==> src/rtl/bl_pwm_pkg.sv <==
package bl_pwm_pkg;
  localparam int DIV_W = 8;
  localparam int EXP_W = 5;

  typedef enum logic [1:0] {
    ADDR_DIV = 2'd0,
    ADDR_EXP = 2'd1,
    ADDR_LVL = 2'd2,
    ADDR_CTL = 2'd3
  } reg_addr_e;
endpackage

==> src/rtl/bl_pwm_regs.sv <==
module bl_pwm_regs
  import bl_pwm_pkg::*;
#(
  parameter int CNT_W = 16,
  localparam int LVL_W = CNT_W + 1
) (
  input  logic             clk,
  input  logic             rst,
  input  logic             wr_en_i,
  input  logic [1:0]       wr_addr_i,
  input  logic [LVL_W-1:0] wr_data_i,
  output logic [DIV_W-1:0] div_o,
  output logic [EXP_W-1:0] exp_o,
  output logic [LVL_W-1:0] lvl_o,
  output logic             en_o
);
  reg_addr_e addr;
  assign addr = reg_addr_e'(wr_addr_i);

  always_ff @(posedge clk) begin
    if (rst) begin
      div_o <= '0;
      exp_o <= '0;
      lvl_o <= '0;
      en_o  <= 1'b0;
    end else if (wr_en_i) begin
      case (addr)
        ADDR_DIV: div_o <= wr_data_i[DIV_W-1:0];
        ADDR_EXP: exp_o <= wr_data_i[EXP_W-1:0];
        ADDR_LVL: lvl_o <= wr_data_i;
        ADDR_CTL: en_o  <= wr_data_i[0];
        default:  ;
      endcase
    end
  end
endmodule

==> src/rtl/bl_pwm_sel.sv <==
module bl_pwm_sel
  import bl_pwm_pkg::*;
#(
  parameter int CNT_W = 16
) (
  input  logic             en_i,
  input  logic [DIV_W-1:0] div_i,
  input  logic [EXP_W-1:0] exp_i,
  input  logic [EXP_W-1:0] pn_min_i,
  input  logic [EXP_W-1:0] pn_max_i,
  output logic [DIV_W-1:0] div_o,
  output logic [EXP_W-1:0] exp_o
);
  localparam logic [EXP_W-1:0] CEIL = EXP_W'(CNT_W);

  logic [EXP_W-1:0] top_lim;
  logic [EXP_W-1:0] bounded;

  always_comb begin
    top_lim = (pn_max_i > CEIL) ? CEIL : pn_max_i;
    bounded = exp_i;
    if (bounded < pn_min_i) bounded = pn_min_i;
    if (bounded > top_lim)  bounded = top_lim;
    if (en_i) begin
      div_o = (div_i == '0) ? DIV_W'(1) : div_i;
      exp_o = bounded;
    end else begin
      div_o = DIV_W'(1);
      exp_o = top_lim;
    end
  end
endmodule

==> src/rtl/bl_pwm_core.sv <==
module bl_pwm_core
  import bl_pwm_pkg::*;
#(
  parameter int CNT_W = 16,
  localparam int LVL_W = CNT_W + 1,
  localparam int SH_W  = $clog2(CNT_W + 1)
) (
  input  logic             clk,
  input  logic             rst,
  input  logic [DIV_W-1:0] nxt_div_i,
  input  logic [EXP_W-1:0] nxt_exp_i,
  input  logic [LVL_W-1:0] nxt_lvl_i,
  output logic             pwm_o,
  output logic             period_end_o,
  output logic [DIV_W-1:0] act_div_o,
  output logic [EXP_W-1:0] act_exp_o,
  output logic [LVL_W-1:0] act_lvl_o
);
  logic [DIV_W-1:0] pre_q;
  logic [CNT_W-1:0] cnt_q;
  logic [CNT_W:0]   one_sh;
  logic [CNT_W-1:0] last_val;
  logic [SH_W-1:0]  sh;
  logic [CNT_W-1:0] aligned;
  logic             step;
  logic             hi_d;

  always_comb begin
    one_sh       = (CNT_W+1)'(1) << act_exp_o;
    last_val     = CNT_W'(one_sh - 1'b1);
    sh           = SH_W'(CNT_W) - SH_W'(act_exp_o);
    aligned      = cnt_q << sh;
    step         = (pre_q == act_div_o - 1'b1);
    period_end_o = step && (cnt_q == last_val);
    hi_d         = ({1'b0, aligned} < act_lvl_o);
  end

  always_ff @(posedge clk) begin
    if (rst) begin
      pre_q     <= '0;
      cnt_q     <= '0;
      act_div_o <= DIV_W'(1);
      act_exp_o <= '0;
      act_lvl_o <= '0;
      pwm_o     <= 1'b0;
    end else begin
      pwm_o <= hi_d;
      if (period_end_o) begin
        pre_q     <= '0;
        cnt_q     <= '0;
        act_div_o <= nxt_div_i;
        act_exp_o <= nxt_exp_i;
        act_lvl_o <= nxt_lvl_i;
      end else if (step) begin
        pre_q <= '0;
        cnt_q <= cnt_q + 1'b1;
      end else begin
        pre_q <= pre_q + 1'b1;
      end
    end
  end
endmodule

==> src/rtl/bl_pwm_gen.sv <==
module bl_pwm_gen
  import bl_pwm_pkg::*;
#(
  parameter int CNT_W = 16,
  localparam int LVL_W = CNT_W + 1
) (
  input  logic             clk,
  input  logic             rst,
  input  logic             wr_en_i,
  input  logic [1:0]       wr_addr_i,
  input  logic [LVL_W-1:0] wr_data_i,
  input  logic [4:0]       pn_min_i,
  input  logic [4:0]       pn_max_i,
  output logic             pwm_o
);
  logic [DIV_W-1:0] reg_div, sel_div, act_div;
  logic [EXP_W-1:0] reg_exp, sel_exp, act_exp;
  logic [LVL_W-1:0] reg_lvl, act_lvl;
  logic             reg_en;
  logic             period_end;

  bl_pwm_regs #(.CNT_W(CNT_W)) regs_i (
    .clk(clk), .rst(rst), .wr_en_i(wr_en_i), .wr_addr_i(wr_addr_i),
    .wr_data_i(wr_data_i), .div_o(reg_div), .exp_o(reg_exp),
    .lvl_o(reg_lvl), .en_o(reg_en)
  );

  bl_pwm_sel #(.CNT_W(CNT_W)) sel_i (
    .en_i(reg_en), .div_i(reg_div), .exp_i(reg_exp),
    .pn_min_i(pn_min_i), .pn_max_i(pn_max_i),
    .div_o(sel_div), .exp_o(sel_exp)
  );

  bl_pwm_core #(.CNT_W(CNT_W)) core_i (
    .clk(clk), .rst(rst), .nxt_div_i(sel_div), .nxt_exp_i(sel_exp),
    .nxt_lvl_i(reg_lvl), .pwm_o(pwm_o), .period_end_o(period_end),
    .act_div_o(act_div), .act_exp_o(act_exp), .act_lvl_o(act_lvl)
  );
endmodule

==> config.mk <==
export PLATFORM = sky130hd
export DESIGN_NAME = bl_pwm_gen
export DESIGN_NICKNAME = d
export VERILOG_FILES = /design/src/rtl/bl_pwm_pkg.sv /design/src/rtl/bl_pwm_regs.sv /design/src/rtl/bl_pwm_sel.sv /design/src/rtl/bl_pwm_core.sv /design/src/rtl/bl_pwm_gen.sv
export SDC_FILE = /design/constraint.sdc
export NUM_CORES = 1
export LEC_CHECK = 0
export ABC_AREA = 1
export BUFFER_PORTS_ARGS = -buffer_cell sky130_fd_sc_hd__clkbuf_2
export CAP_MARGIN = 25
export CORE_AREA = 2 2 101 127
export CTS_CLUSTER_DIAMETER = 30
export DETAILED_ROUTE_END_ITERATION = 8
export DIE_AREA = 0 0 103 129
export PLACE_DENSITY = 0.7
export SKIP_CTS_REPAIR_TIMING = 1
export SYNTH_ARGS = -nofsm -noshare
export SYNTH_HDL_FRONTEND = slang
export SYNTH_SLANG_ARGS = --single-unit
==> constraint.sdc <==
create_clock -name clk -period 2.8 [get_ports clk]
set_clock_uncertainty 0.1 [all_clocks]
set_input_delay 0.28 -clock clk [delete_from_list [all_inputs] [get_ports clk]]
set_output_delay 0.28 -clock clk [all_outputs]
set_load 0.03 [all_outputs]
# ---- After elaboration in Yosys (flattened, before gate mapping)
# Index checks and enable logic that the tools add are counted.
dict set report word_totals {
  register_bits 86
  in_bits 32
  out_inout_bits 1
  word_cells 41
}
dict set report classes {
  n_addsub 5
  magnitude_cmp 4
  n_eq_ne 5
  shifts 2
  muxes 6
  n_reduce_logical 9
}
# op n
set op_table {}
lappend op_table {{2-to-1 mux 5 bit} 4}
lappend op_table {{< comparator 16 x 17 -> 1 bit} 1}
lappend op_table {{adder 16 x 1 -> 16 bit (second input constant)} 1}
lappend op_table {{== test 16 bit} 1}
lappend op_table {{2-to-1 mux 8 bit} 2}
lappend op_table {{<< shifter 1 x 5 -> 16 bit (first input constant)} 1}
lappend op_table {{<< shifter 16 x 5 -> 16 bit} 1}
lappend op_table {{subtractor 16 x 1 -> 16 bit (second input constant)} 1}
lappend op_table {{adder 8 x 1 -> 8 bit (second input constant)} 1}
lappend op_table {{== test 8 bit} 1}
lappend op_table {{zero test 8 bit} 1}
lappend op_table {{AND reduction 2 bit} 4}
lappend op_table {{subtractor 8 x 1 -> 8 bit (second input constant)} 1}
lappend op_table {{greater-than comparator 5 bit} 1}
lappend op_table {{greater-than comparator 5 bit (second input constant)} 1}
lappend op_table {{< comparator 5 bit} 1}
lappend op_table {{subtractor 5 bit (first input constant)} 1}
lappend op_table {{== test 2 bit (second input constant)} 2}
lappend op_table {{OR reduction 3 bit} 1}
lappend op_table {{== test 2 x 1 -> 1 bit (second input constant)} 1}
lappend op_table {{zero test 2 bit} 1}
lappend op_table {{OR reduction 2 bit} 1}
lappend op_table {{logical AND 1 bit} 1}

# ---- Longest topological paths before layout
# Gate-level depths: netlist of the first run.
dict set report depth {
  ltp_word 5
  mapped_depth 22
  mapped_depth_nobuf 20
}

# ---- Cells and area by module
# Synthesis of the first run repeated with hierarchy kept, for this count alone.
dict set report hier_totals {
  cells_unflattened 1169
  hier_area_um2 6817.8
}
# mod n_inst cells_per_inst area_each_um2 seq_area_each_um2
set modules_own_cells {}
lappend modules_own_cells {bl_pwm_core 1 861 4917.2 1101.1}
lappend modules_own_cells {bl_pwm_regs 1 202 1343.8 620.6}
lappend modules_own_cells {bl_pwm_sel 1 106 556.8 0.0}

# ---- Worst setup path after synthesis of the first run
# Ideal clock, no wire load.
dict set report synth_timing {
  kind {flip-flop to flip-flop}
  from {register core_i.act_exp_o[0]}
  to {register core_i.pwm_o}
  setup_ns 0.070
  t_arrival_ns 2.683
  t_required_ns 2.630
  slack_ns -0.052
  stages_incl_launch_ff 17
  n_path_buf 2
  period_less_slack_ns 2.852
  path_cell_list {dfxtp_1 -> inv_1 -> ha_1 -> ha_1 -> clkbuf_1 -> inv_1 -> clkbuf_1 -> o21ai_0 -> nor2_1 -> ha_1 -> a21oi_1 -> o31ai_1 -> a21oi_1 -> nor2_1 -> o21ai_0 -> nand2_1 -> a21oi_1}
}
dict set report synth_between {
  elab_chain_cells 3
}
# item line
set synth_rtl {}
lappend synth_rtl {{start: declaration} bl_pwm_core.sv:16} ;# output logic [EXP_W-1:0] act_exp_o,
lappend synth_rtl {{start signal: assignment} bl_pwm_core.sv:52} ;# act_exp_o <= nxt_exp_i;
lappend synth_rtl {{subtractor 5 bit} bl_pwm_core.sv:31} ;# sh = SH_W'(CNT_W) - SH_W'(act_exp_o);
lappend synth_rtl {{<< shifter 16 x 5 -> 16 bit} bl_pwm_core.sv:32} ;# aligned = cnt_q << sh;
lappend synth_rtl {{< comparator 16 x 17 -> 1 bit} bl_pwm_core.sv:35} ;# hi_d = ({1'b0, aligned} < act_lvl_o);
lappend synth_rtl {{end signal: assignment} bl_pwm_core.sv:47} ;# pwm_o <= hi_d;
lappend synth_rtl {{end: declaration} bl_pwm_core.sv:13} ;# output logic pwm_o,
# Every way passes these cells.
# A chain may end at the register's enable or synchronous reset.

# ---- Final worst setup path of the first run
dict set report layout_timing {
  from {register regs_i.exp_o[2]}
  to {register core_i.act_exp_o[0]}
}
dict set report layout_between {
  elab_chain_cells 5
}
# item line
set layout_rtl {}
lappend layout_rtl {{start: declaration} bl_pwm_regs.sv:13} ;# output logic [EXP_W-1:0] exp_o,
lappend layout_rtl {{start signal: assignment} bl_pwm_regs.sv:29} ;# ADDR_EXP: exp_o <= wr_data_i[EXP_W-1:0];
lappend layout_rtl {{< comparator 5 bit} bl_pwm_sel.sv:22} ;# if (bounded < pn_min_i) bounded = pn_min_i;
lappend layout_rtl {{2-to-1 mux 5 bit *} bl_pwm_sel.sv:22}
lappend layout_rtl {{greater-than comparator 5 bit} bl_pwm_sel.sv:23} ;# if (bounded > top_lim) bounded = top_lim;
lappend layout_rtl {{2-to-1 mux 5 bit *} bl_pwm_sel.sv:23}
lappend layout_rtl {{2-to-1 mux 5 bit *} bl_pwm_sel.sv:24} ;# if (en_i) begin
# Mark *: on every way between the ends. The rest lies on a longest branch, timed or not.

==> flow_summary.json, run 1 <==
{
  "violations": "setup timing",
  "synth_top_area_share": 0.2659,
  "cp_cell_sequence": "ha_4, a21oi_1, o211ai_1, buf_4, o21a_1, inv_2, ha_4, nand4_1, o221ai_1, o21ai_1, nand2_2, inv_4, o21ai_2, nand3_1, nand2_1, nor2_1",
  "post_drt_wl_per_cell_um": 13.40,
  "rsz0062_at_grt": "yes",
  "relSlewSlack": 0.3526,
  "gp_congestion": 0.9558,
  "antenna_found_initial": 0,
  "crit_arrival_ns": 2.99,
  "synthMostInstantiatedCell": "nand2_1",
  "syn_nets": 1106,
  "die_area_um2": 13290,
  "portBuffers": 32,
  "synth_commonest_cells": "nand2_1, inv_1, nor2_1",
  "start_util": 0.5373,
  "first_pass_iters": 6,
  "cellLeakagePower_uw": 0.003783,
  "vias": 6716,
  "yosysSeqAreaShare": 0.2659,
  "slew_viol_final": 0,
  "worstPathRequired_ns": 2.94,
  "track_usage": 0.2546,
  "hold_viol": 0,
  "clock_path_buffers": 2,
  "drive_gt1_frac": 0.2402,
  "postLayoutSetupSlackWorst_ns": -0.05680,
  "hpwl_mm": 12.77,
  "grt_pass1_vias": 6012,
  "place_inst": 1282,
  "yosys_warnings": 0,
  "multi_input_area_um2": 4417,
  "critPathLaunchType": "flip-flop",
  "drt-initial-drc-count": 413,
  "hold_class": "in -> reg",
  "cpMostUsedCell": "ha_4",
  "ys.flop_type": "dfxtp_1",
  "dpl_cell_area_um2": 7243,
  "cts_tree": "yes",
  "clk_latency_ns": 0.35,
  "fillCellCount": 1137,
  "clockRootBuffer": "clkbuf_16",
  "slowest_stage": "dfxtp_2",
  "synth-async-reset-ratio": 0,
  "tightest_slew_ns": 0.9684,
  "ioPinCount": 33,
  "routed_wl_mm": 17.54,
  "path_delay_family": "compound AO/OA/AOI/OAI gates",
  "synth-seq-cells": 86,
  "clk_pin_slew_worst_paths_ns": 0.06,
  "core-area_um2": 12050,
  "cts_buffers": 9,
  "cp-end-kind": "flip-flop",
  "synthTopCellsByArea": "dfxtp_1, nand2_1, inv_1, nor2_1, ha_1",
  "cts.sinks": 86,
  "timing.critical_path.buf_inv": 3,
  "power.density_nw_per_um2": 1029,
  "setup_tns_ns": -0.1950,
  "finish.instance_area_um2": 8148,
  "setup_viol_count_final": 14,
  "drc": 0,
  "synth_edf_count": 0,
  "critPathMaxStageDelay_ns": 0.34,
  "final_util": 0.6762,
  "h-tree-depth": 3,
  "status": "complete, but fails checks",
  "instances_no_fill": 1309,
  "layout_min_cycle_time_ns": 2.857,
  "grt_overflow_total": 0,
  "grt_max_degree": 43,
  "syn_to_final_growth_pct": 25.86,
  "timing.hold.ws_ns": 0.1127,
  "synth_area_um2": 6474,
  "ir_drop_v": 0.0005129,
  "crit_type": "reg -> reg",
  "routed_via_density": 5.131,
  "synthCells": 1040,
  "num_rows": 45,
  "synth_area_per_cell_um2": 6.225,
  "die_y_um": 129,
  "clock.fmax_mhz": 350.0,
  "dieWidth_um": 103,
  "yosysTopAreaCell": "dfxtp_1",
  "worstPathMaxFanout": 8,
  "antenna_left": 0,
  "antennaDiodeCount": 0,
  "seq_area_um2": 1730,
  "finalCritPeriodShare": 1.020,
  "final_nets": 1206,
  "synth.distinct_cells": 42,
  "grt_pass1_wl_mm": 26.97,
  "maxCapViolations": 0
}
==> through the flow <==
stage	power [uW]	worst slack, ns
4_1_cts	7218	-0.1396
2_1_floorplan	4704	0.01794
3_5_place_dp	6027	-0.2287
6_report	8383	-0.05680
5_1_grt	9010	-0.1765
3_3_place_gp	5990	-0.2192
==> worst min-delay path: stages <==
cell and delay, ns:
clkbuf_2 0.07, o21ai_0 0.07, a21oi_1 0.10
==> cells by family after synthesis <==
family | share of synthesized area
XOR/XNOR | 0.03112
buffers and inverters | 0.1148
AND/OR/NAND/NOR | 0.3875
AO/OA/AOI/OAI | 0.1287
multiplexers | 0.006185
flip-flops | 0.2659
adder cells (fa/ha/maj) | 0.06571
==> layer usage <==
| layer | global-route usage | vias up | part of all wire |
|---|---|---|---|
| met2 | 0.4431 | 158 | 0.50 |
| met3 | 0.03694 | 47 | 0.040 |
| met4 | 0.1115 | 0 | 0.040 |
| li1 | - | 3519 | - |
| met5 | 0 | - | 0 |
| met1 | 0.3078 | 2992 | 0.42 |
==> registers in the layout, summed over array words and instances (netlist names) <==
register          count
regs_i.en_o           1
regs_i.exp_o          5
core_i.act_lvl_o     17
core_i.pre_q          8
regs_i.lvl_o         17
core_i.act_exp_o      5
regs_i.div_o          8
core_i.pwm_o          1
core_i.cnt_q         16
core_i.act_div_o      8
==> power breakdown <==
| group | total [uW] | internal, uW | leakage, uW | switching (uW) |
|---|---|---|---|---|
| Clock | 1170 | 654 | 0.000143 | 513 |
| Sequential | 1390 | 1330 | 0.000700 | 62.2 |
| Combinational | 5820 | 2440 | 0.00294 | 3390 |
| Total | 8380 | 4420 | 0.00378 | 3960 |
==> placed cells by master, fill, tap and decap left out, types with 3 or more instances in the layout <==
cell / Yosys / layout
a21oi_1: 66 / 62
a21oi_2: 0 / 4
buf_12: 3 / 3
buf_4: 3 / 73
buf_6: 2 / 6
clkbuf_16: 0 / 13
clkbuf_2: 0 / 32
clkinv_1: 4 / 4
clkinv_4: 0 / 3
dfxtp_1: 86 / 81
dfxtp_2: 0 / 4
ha_1: 34 / 23
ha_4: 0 / 9
inv_1: 142 / 135
inv_2: 1 / 6
mux2i_1: 4 / 3
nand2_1: 265 / 240
nand2_2: 21 / 43
nand2_4: 7 / 10
nand2b_1: 4 / 4
nand3_1: 70 / 66
nand3_2: 5 / 6
nand3_4: 0 / 3
nand3b_1: 3 / 3
nand4_1: 15 / 15
nor2_1: 114 / 101
nor2_2: 19 / 16
nor2_4: 6 / 22
nor3_1: 15 / 15
nor4_1: 3 / 3
o21ai_0: 85 / 72
o21ai_1: 0 / 8
o21ai_2: 0 / 5
or2_2: 4 / 4
xnor2_1: 4 / 3
xor2_1: 19 / 18
==> layout make-up <==
type	instances	area share
multi-input cells	777	0.5421
clock buffers	12	0.03148
repair buffers	119	0.1167
flip-flops and latches	86	0.2124
inverters	147	0.06834
well taps	164	0.02518
clock inverters	4	0.003839
==> path summary, 6_finish.rpt <==
| kind | startpoint | endpoint | slack (ns) | depth (start not counted) |
|---|---|---|---|---|
| max reg2reg | regs_i.exp_o[2]$_SDFFE_PP0P_ | core_i.act_exp_o[0]$_SDFFE_PP0P_ | -0.06 | 16 |
| min reg2reg | regs_i.lvl_o[14]$_SDFFE_PP0P_ | regs_i.lvl_o[14]$_SDFFE_PP0P_ | 0.34 | 2 |
| max | regs_i.exp_o[2]$_SDFFE_PP0P_ | core_i.act_exp_o[0]$_SDFFE_PP0P_ | -0.06 | 16 |
| min | wr_data_i[11] | regs_i.lvl_o[11]$_SDFFE_PP0P_ | 0.11 | 3 |
Note: power is estimated with default switching activity, not from simulation.
==> run 2, diff against run 1 <==
--- a/config.mk
+++ b/config.mk
@@ -9,6 +9,7 @@
 export BUFFER_PORTS_ARGS = -buffer_cell sky130_fd_sc_hd__clkbuf_2
 export CAP_MARGIN = 25
 export CORE_AREA = 2 2 101 127
+export CTS_BUF_LIST = sky130_fd_sc_hd__clkbuf_8
 export CTS_CLUSTER_DIAMETER = 30
 export DETAILED_ROUTE_END_ITERATION = 8
 export DIE_AREA = 0 0 103 129
==> flow_summary.json, run 2 (same netlist as run 1, synthesis figures left out) <==
{
  "status": "complete, but fails checks",
  "violations": "setup timing",
  "cellLeakagePower_uw": 0.003722,
  "layout_common_cells": "nand2_1, inv_1, nor2_1",
  "final_nets": 1206,
  "antenna_found_initial": 0,
  "grt_max_degree": 43,
  "top_regs": "core_i.act_lvl_o x17, regs_i.lvl_o x17, core_i.cnt_q x16",
  "first_pass_iters": 5,
  "fillCellCount": 1165,
  "cpMostUsedCell": "ha_4",
  "cts.sinks": 86,
  "slowest_stage": "dfxtp_4",
  "worstPathRequired_ns": 2.98,
  "clock_path_buffers": 2,
  "hpwl_mm": 12.77,
  "grt_pass1_vias": 5977,
  "critPathLaunch": "regs_i.exp_o[2]$_SDFFE_PP0P_",
  "syn_to_final_growth_pct": 23.39,
  "ff2ff_setup_slack_ns": -0.05,
  "post_drt_wl_per_cell_um": 13.02,
  "ioPinCount": 33,
  "r2r_end": "core_i.act_exp_o[0]$_SDFFE_PP0P_",
  "grt_overflow_total": 0,
  "finalCritPeriodShare": 1.017,
  "clk_pin_slew_worst_paths_ns": 0.09,
  "layout_min_cycle_time_ns": 2.847,
  "reg2reg_from": "regs_i.exp_o[2]$_SDFFE_PP0P_",
  "timing.hold.ws_ns": 0.07987,
  "grt_pass1_wl_mm": 26.82,
  "drt-initial-drc-count": 437,
  "start_util": 0.5373,
  "vias": 6657,
  "setup_viol_count_final": 4,
  "routed_wl_mm": 17.05,
  "setup.worst_path.end": "core_i.act_exp_o[0]$_SDFFE_PP0P_",
  "tightest_slew_ns": 0.9661,
  "cp_cell_sequence": "ha_4, a21oi_2, o211ai_1, buf_4, o21a_1, inv_2, ha_4, nand4_1, o221ai_1, o21ai_1, nand2_2, inv_4, o21ai_2, nand3_1, nand2_1, nor2_1",
  "maxCapViolations": 0,
  "rsz0062_at_grt": "yes",
  "cp.depth": 16,
  "clock.fmax_mhz": 351.2,
  "crit_arrival_ns": 3.02,
  "hold_class": "in -> reg",
  "timing.critical_path.buf_inv": 3,
  "worstPathMaxFanout": 7,
  "critPathMaxStageDelay_ns": 0.36,
  "cts_buffers": 9,
  "antenna_left": 0,
  "hold_viol": 0,
  "dieWidth_um": 103,
  "crit_type": "reg -> reg",
  "core-area_um2": 12050,
  "final_common_cell": "nand2_1",
  "clockRootBuffer": "clkbuf_8",
  "gp_congestion": 0.9558,
  "drive_gt1_frac": 0.2402,
  "track_usage": 0.2544,
  "die_area_um2": 13290,
  "setup_tns_ns": -0.1398,
  "path_delay_family": "compound AO/OA/AOI/OAI gates",
  "die_y_um": 129,
  "ir_drop_v": 0.0005097,
  "critPathLaunchType": "flip-flop",
  "clk_latency_ns": 0.38,
  "routed_via_density": 5.086,
  "postLayoutSetupSlackWorst_ns": -0.04699,
  "power.density_nw_per_um2": 985.8,
  "num_rows": 45,
  "antennaDiodeCount": 0,
  "h-tree-depth": 3,
  "portBuffers": 32,
  "drc": 0,
  "slew_viol_final": 0,
  "relSlewSlack": 0.3542,
  "r2r_cells": 16,
  "cp-end-kind": "flip-flop",
  "cts_tree": "yes"
}
## run 2: cell count changes in the layout (fill, tap and decap cells not counted), moves of 2 or more
cell | before | now
clkbuf_16 | 13 | 3
nor2_2 | 16 | 22
o21ai_1 | 8 | 10
buf_6 | 6 | 9
nand3_1 | 66 | 68
nand2_2 | 43 | 45
nand3_2 | 6 | 4
nand2_4 | 10 | 8
nor2_4 | 22 | 16
clkbuf_8 | 2 | 11
## run 2: layer usage
| metal | GRT usage | routed length, um |
|---|---|---|
| met3 | 0.03368 | 619 |
| met5 | 0 | 0 |
| met2 | 0.4400 | 8438 |
| met1 | 0.3088 | 7279 |
| met4 | 0.1184 | 709 |
## run 2: per-stage QoR
stage | total power (uW) | utilization | cells | worst slack, ns | instance area, um2
floorplan | 4704 | - | 1040 | 0.01794 | 6475
global placement | 5990 | 0.6011 | 1282 | -0.2192 | 7243
detailed placement | 6027 | 0.6011 | 1282 | -0.2287 | 7243
CTS | 6891 | 0.6166 | 1298 | -0.1428 | 7430
global route | 8513 | 0.6629 | 1309 | -0.1684 | 7988
finish | 7874 | 0.6629 | 1309 | -0.04699 | 7988
## run 2: area by class of cell
type | count | area, um2 | area share
clock buffer | 11 | 151.4 | 0.01895
clock inverter | 5 | 35.03 | 0.004386
inverter | 147 | 559.3 | 0.07002
multi-input combinational | 777 | 4367 | 0.5467
sequential | 86 | 1733 | 0.2169
tap | 164 | 205.2 | 0.02569
timing repair buffer | 119 | 937.1 | 0.1173
## run 2: worst min path at each step
stage / depth (start not counted) / start / to / slack [ns]
after floorplan: 2 / wr_data_i[1] / regs_i.exp_o[1]$_SDFFE_PP0P_ / 0.31
after global placement: 2 / regs_i.lvl_o[14]$_SDFFE_PP0P_ / regs_i.lvl_o[14]$_SDFFE_PP0P_ / 0.34
after detailed placement: 2 / regs_i.lvl_o[14]$_SDFFE_PP0P_ / regs_i.lvl_o[14]$_SDFFE_PP0P_ / 0.34
after CTS: 3 / wr_data_i[11] / regs_i.lvl_o[11]$_SDFFE_PP0P_ / 0.07
after global routing: 3 / wr_data_i[2] / regs_i.exp_o[2]$_SDFFE_PP0P_ / 0.10
final: 3 / wr_data_i[15] / regs_i.lvl_o[15]$_SDFFE_PP0P_ / 0.08
## run 2: worst register-to-register path, cell delays in order (launching register included)
cell      delay (ns)
dfxtp_4         0.36
ha_4            0.26
a21oi_2         0.05
o211ai_1        0.28
buf_4           0.21
o21a_1          0.19
inv_2           0.06
ha_4            0.26
nand4_1         0.10
o221ai_1        0.19
o21ai_1         0.10
nand2_2         0.13
inv_4           0.06
o21ai_2         0.18
nand3_1         0.10
nand2_1         0.08
nor2_1          0.04
## run 2: report_power, final
| group | internal (uW) | switching (uW) | leakage, uW |
|---|---|---|---|
| clock network | 371 | 479 | 0.000101 |
| logic | 2350 | 3280 | 0.00292 |
| registers | 1330 | 61.9 | 0.000702 |
| total | 4050 | 3820 | 0.00372 |
==> run 3, diff against run 2 <==
--- a/config.mk
+++ b/config.mk
@@ -5,15 +5,14 @@
 export SDC_FILE = /design/constraint.sdc
 export NUM_CORES = 1
 export LEC_CHECK = 0
-export ABC_AREA = 1
 export BUFFER_PORTS_ARGS = -buffer_cell sky130_fd_sc_hd__clkbuf_2
-export CAP_MARGIN = 25
-export CORE_AREA = 2 2 101 127
+export CAP_MARGIN = 20
+export CORE_AREA = 2 2 97 123
 export CTS_BUF_LIST = sky130_fd_sc_hd__clkbuf_8
 export CTS_CLUSTER_DIAMETER = 30
 export DETAILED_ROUTE_END_ITERATION = 8
-export DIE_AREA = 0 0 103 129
-export PLACE_DENSITY = 0.7
+export DIE_AREA = 0 0 99 125
+export PLACE_DENSITY = 0.71
 export SKIP_CTS_REPAIR_TIMING = 1
 export SYNTH_ARGS = -nofsm -noshare
 export SYNTH_HDL_FRONTEND = slang
==> flow_summary.json, run 3 <==
{
  "h-tree-depth": 3,
  "grt_max_degree": 57,
  "clk_pin_slew_worst_paths_ns": 0.10,
  "layout_common_cells": "buf_4, dfxtp_1, nand2_1",
  "synthMostInstantiatedCell": "dfxtp_1",
  "syn_to_final_growth_pct": 29.08,
  "internal_power_uw": 4947,
  "crit_arrival_ns": 3.44,
  "cp-end-kind": "flip-flop",
  "synth.distinct_cells": 75,
  "worstPathRequired_ns": 2.99,
  "portBuffers": 32,
  "swShare": 0.4555,
  "post_drt_wl_per_cell_um": 18.09,
  "worstPathMaxFanout": 6,
  "routed_via_density": 6.100,
  "synth-seq-cells": 86,
  "vias": 6033,
  "drc": 0,
  "final_common_cell": "buf_4",
  "num_rows": 44,
  "timing.hold.ws_ns": 0.03806,
  "hold_viol": 0,
  "grt_overflow_total": 0,
  "violations": "setup timing",
  "final_nets": 913,
  "gp_congestion": 0.9885,
  "hpwl_mm": 12.42,
  "multi_input_area_um2": 4339,
  "synth_top_area_share": 0.2838,
  "clock_path_buffers": 2,
  "routed_wl_mm": 17.89,
  "hold_class": "in -> reg",
  "cts.sinks": 86,
  "cts_tree": "yes",
  "core-area_um2": 11290,
  "pwr-share-seq": 0.150,
  "cts_buffers": 9,
  "ir_drop_v": 0.0009526,
  "dpl_cell_area_um2": 6990,
  "finalCritPeriodShare": 1.163,
  "ioPinCount": 33,
  "grt_pass1_vias": 5839,
  "synth_area_um2": 6066,
  "clk_latency_ns": 0.37,
  "tightest_slew_ns": 0.6356,
  "synth_edf_count": 0,
  "p_clk_frac": 0.101,
  "finish.instance_area_um2": 7830,
  "first_pass_iters": 5,
  "antenna_found_initial": 0,
  "antenna_left": 0,
  "synthCells": 746,
  "slew_viol_final": 0,
  "start_util": 0.5375,
  "yosysSeqAreaShare": 0.2838,
  "die_y_um": 125,
  "top_regs": "core_i.act_lvl_o x17, regs_i.lvl_o x17, core_i.cnt_q x16",
  "drive_gt1_frac": 0.3126,
  "maxCapViolations": 0,
  "dieWidth_um": 99,
  "syn_nets": 812,
  "die_area_um2": 12380,
  "postLayoutSetupSlackWorst_ns": -0.4571,
  "cellLeakagePower_uw": 0.003053,
  "synth_commonest_cells": "dfxtp_1, a21oi_1, nand2_1",
  "rsz0062_at_grt": "yes",
  "yosys_warnings": 0,
  "status": "complete, but fails checks",
  "relSlewSlack": 0.5763,
  "power.density_nw_per_um2": 1160,
  "crit_type": "reg -> reg",
  "synth-async-reset-ratio": 0,
  "grt_pass1_wl_mm": 27.28,
  "setup_tns_ns": -16.77,
  "power.switching_uw": 4139,
  "clock.fmax_mhz": 307.0,
  "clockRootBuffer": "clkbuf_8",
  "layout_min_cycle_time_ns": 3.257,
  "setup_viol_count_final": 47,
  "synth_area_per_cell_um2": 8.131,
  "power_frac_comb": 0.749,
  "seq_area_um2": 1727,
  "critPathLaunchType": "flip-flop",
  "antennaDiodeCount": 0,
  "drt-initial-drc-count": 352,
  "ys.flop_type": "dfxtp_1",
  "synthTopCellsByArea": "dfxtp_1, ha_1, a21oi_1, mux2i_1, nand2_1",
  "track_usage": 0.2666,
  "fillCellCount": 869,
  "yosysTopAreaCell": "dfxtp_1"
}
## run 3: changes by cell type in the layout (fill, tap and decap cells not counted), sizes merged, moves of 17 or more
cell | before | now
xnor2 | 4 | 21
buf | 84 | 115
inv | 144 | 32
nand3 | 75 | 32
nor2 | 139 | 45
o21ai | 85 | 40
mux2i | 4 | 32
nand2 | 293 | 61
## run 3: per-stage QoR
stage / std cells / worst slack (ns) / power, uW / util
3_3_place_gp: 959 / -0.5772 / 5898 / 0.6194
5_1_grt: 989 / -0.6098 / 9489 / 0.6938
2_1_floorplan: 746 / -0.5186 / 4407 / -
4_1_cts: 974 / -0.5998 / 6901 / 0.6377
6_report: 989 / -0.4571 / 9086 / 0.6938
3_5_place_dp: 959 / -0.7030 / 5989 / 0.6194
## run 3: worst paths after layout
path | start | to | slack, ns | depth (start not counted)
worst max-delay path | core_i.act_exp_o[0]$_SDFFE_PP0P_ | core_i.act_lvl_o[14]$_SDFFE_PP0P_ | -0.46 | 15
worst min-delay path | wr_data_i[16] | regs_i.lvl_o[16]$_SDFFE_PP0P_ | 0.04 | 3
worst max register to register | core_i.act_exp_o[0]$_SDFFE_PP0P_ | core_i.act_lvl_o[14]$_SDFFE_PP0P_ | -0.46 | 15
worst min register to register | regs_i.lvl_o[9]$_SDFFE_PP0P_ | regs_i.lvl_o[9]$_SDFFE_PP0P_ | 0.37 | 2
## run 3: cell families after synthesis
group                      share of synthesized area
AOI/OAI and AO/OA                             0.1995
xor gates and xnor gates                     0.06642
adders and majority gates                    0.07013
buffers and inverters                        0.07096
DFF                                           0.2838
muxes                                        0.08622
and+or+nand+nor                               0.2230
## run 3: final cells by class
cell class | count | area share
Clock buffer | 11 | 0.01934
Sequential cell | 86 | 0.2205
Tap cell | 138 | 0.02205
Inverter | 32 | 0.01694
Timing Repair Buffer | 152 | 0.1600
Clock inverter | 4 | 0.007031
Multi-Input combinational cell | 566 | 0.5542
## run 3: layer usage
layer  GRT usage  part of all wire  up-vias
met2      0.4948              0.54      183
met1      0.3059              0.39     2912
met3     0.03857             0.042       44
met5           0                 0        -
met4     0.09508             0.028        0
li1            -                 -     2894
## run 3: power by group through the flow
stage	registers, uW	clock network [uW]	logic [uW]
finish	1360	917	6810
global route	1370	970	7150
CTS	1350	927	4620
detailed placement	1380	0	4610
global placement	1380	0	4520
floorplan	1380	0	3020
## run 3: critical path: stages (launching register included)
cell,delay (ns)
dfxtp_4,0.39
clkinv_8,0.05
ha_4,0.17
ha_4,0.16
nor3b_4,0.15
inv_2,0.07
ha_4,0.15
o21ai_2,0.07
and2_4,0.16
or4_1,0.54
a21boi_2,0.26
buf_4,0.15
and3_4,0.27
clkbuf_16,0.19
nand3_1,0.11
a21oi_1,0.16
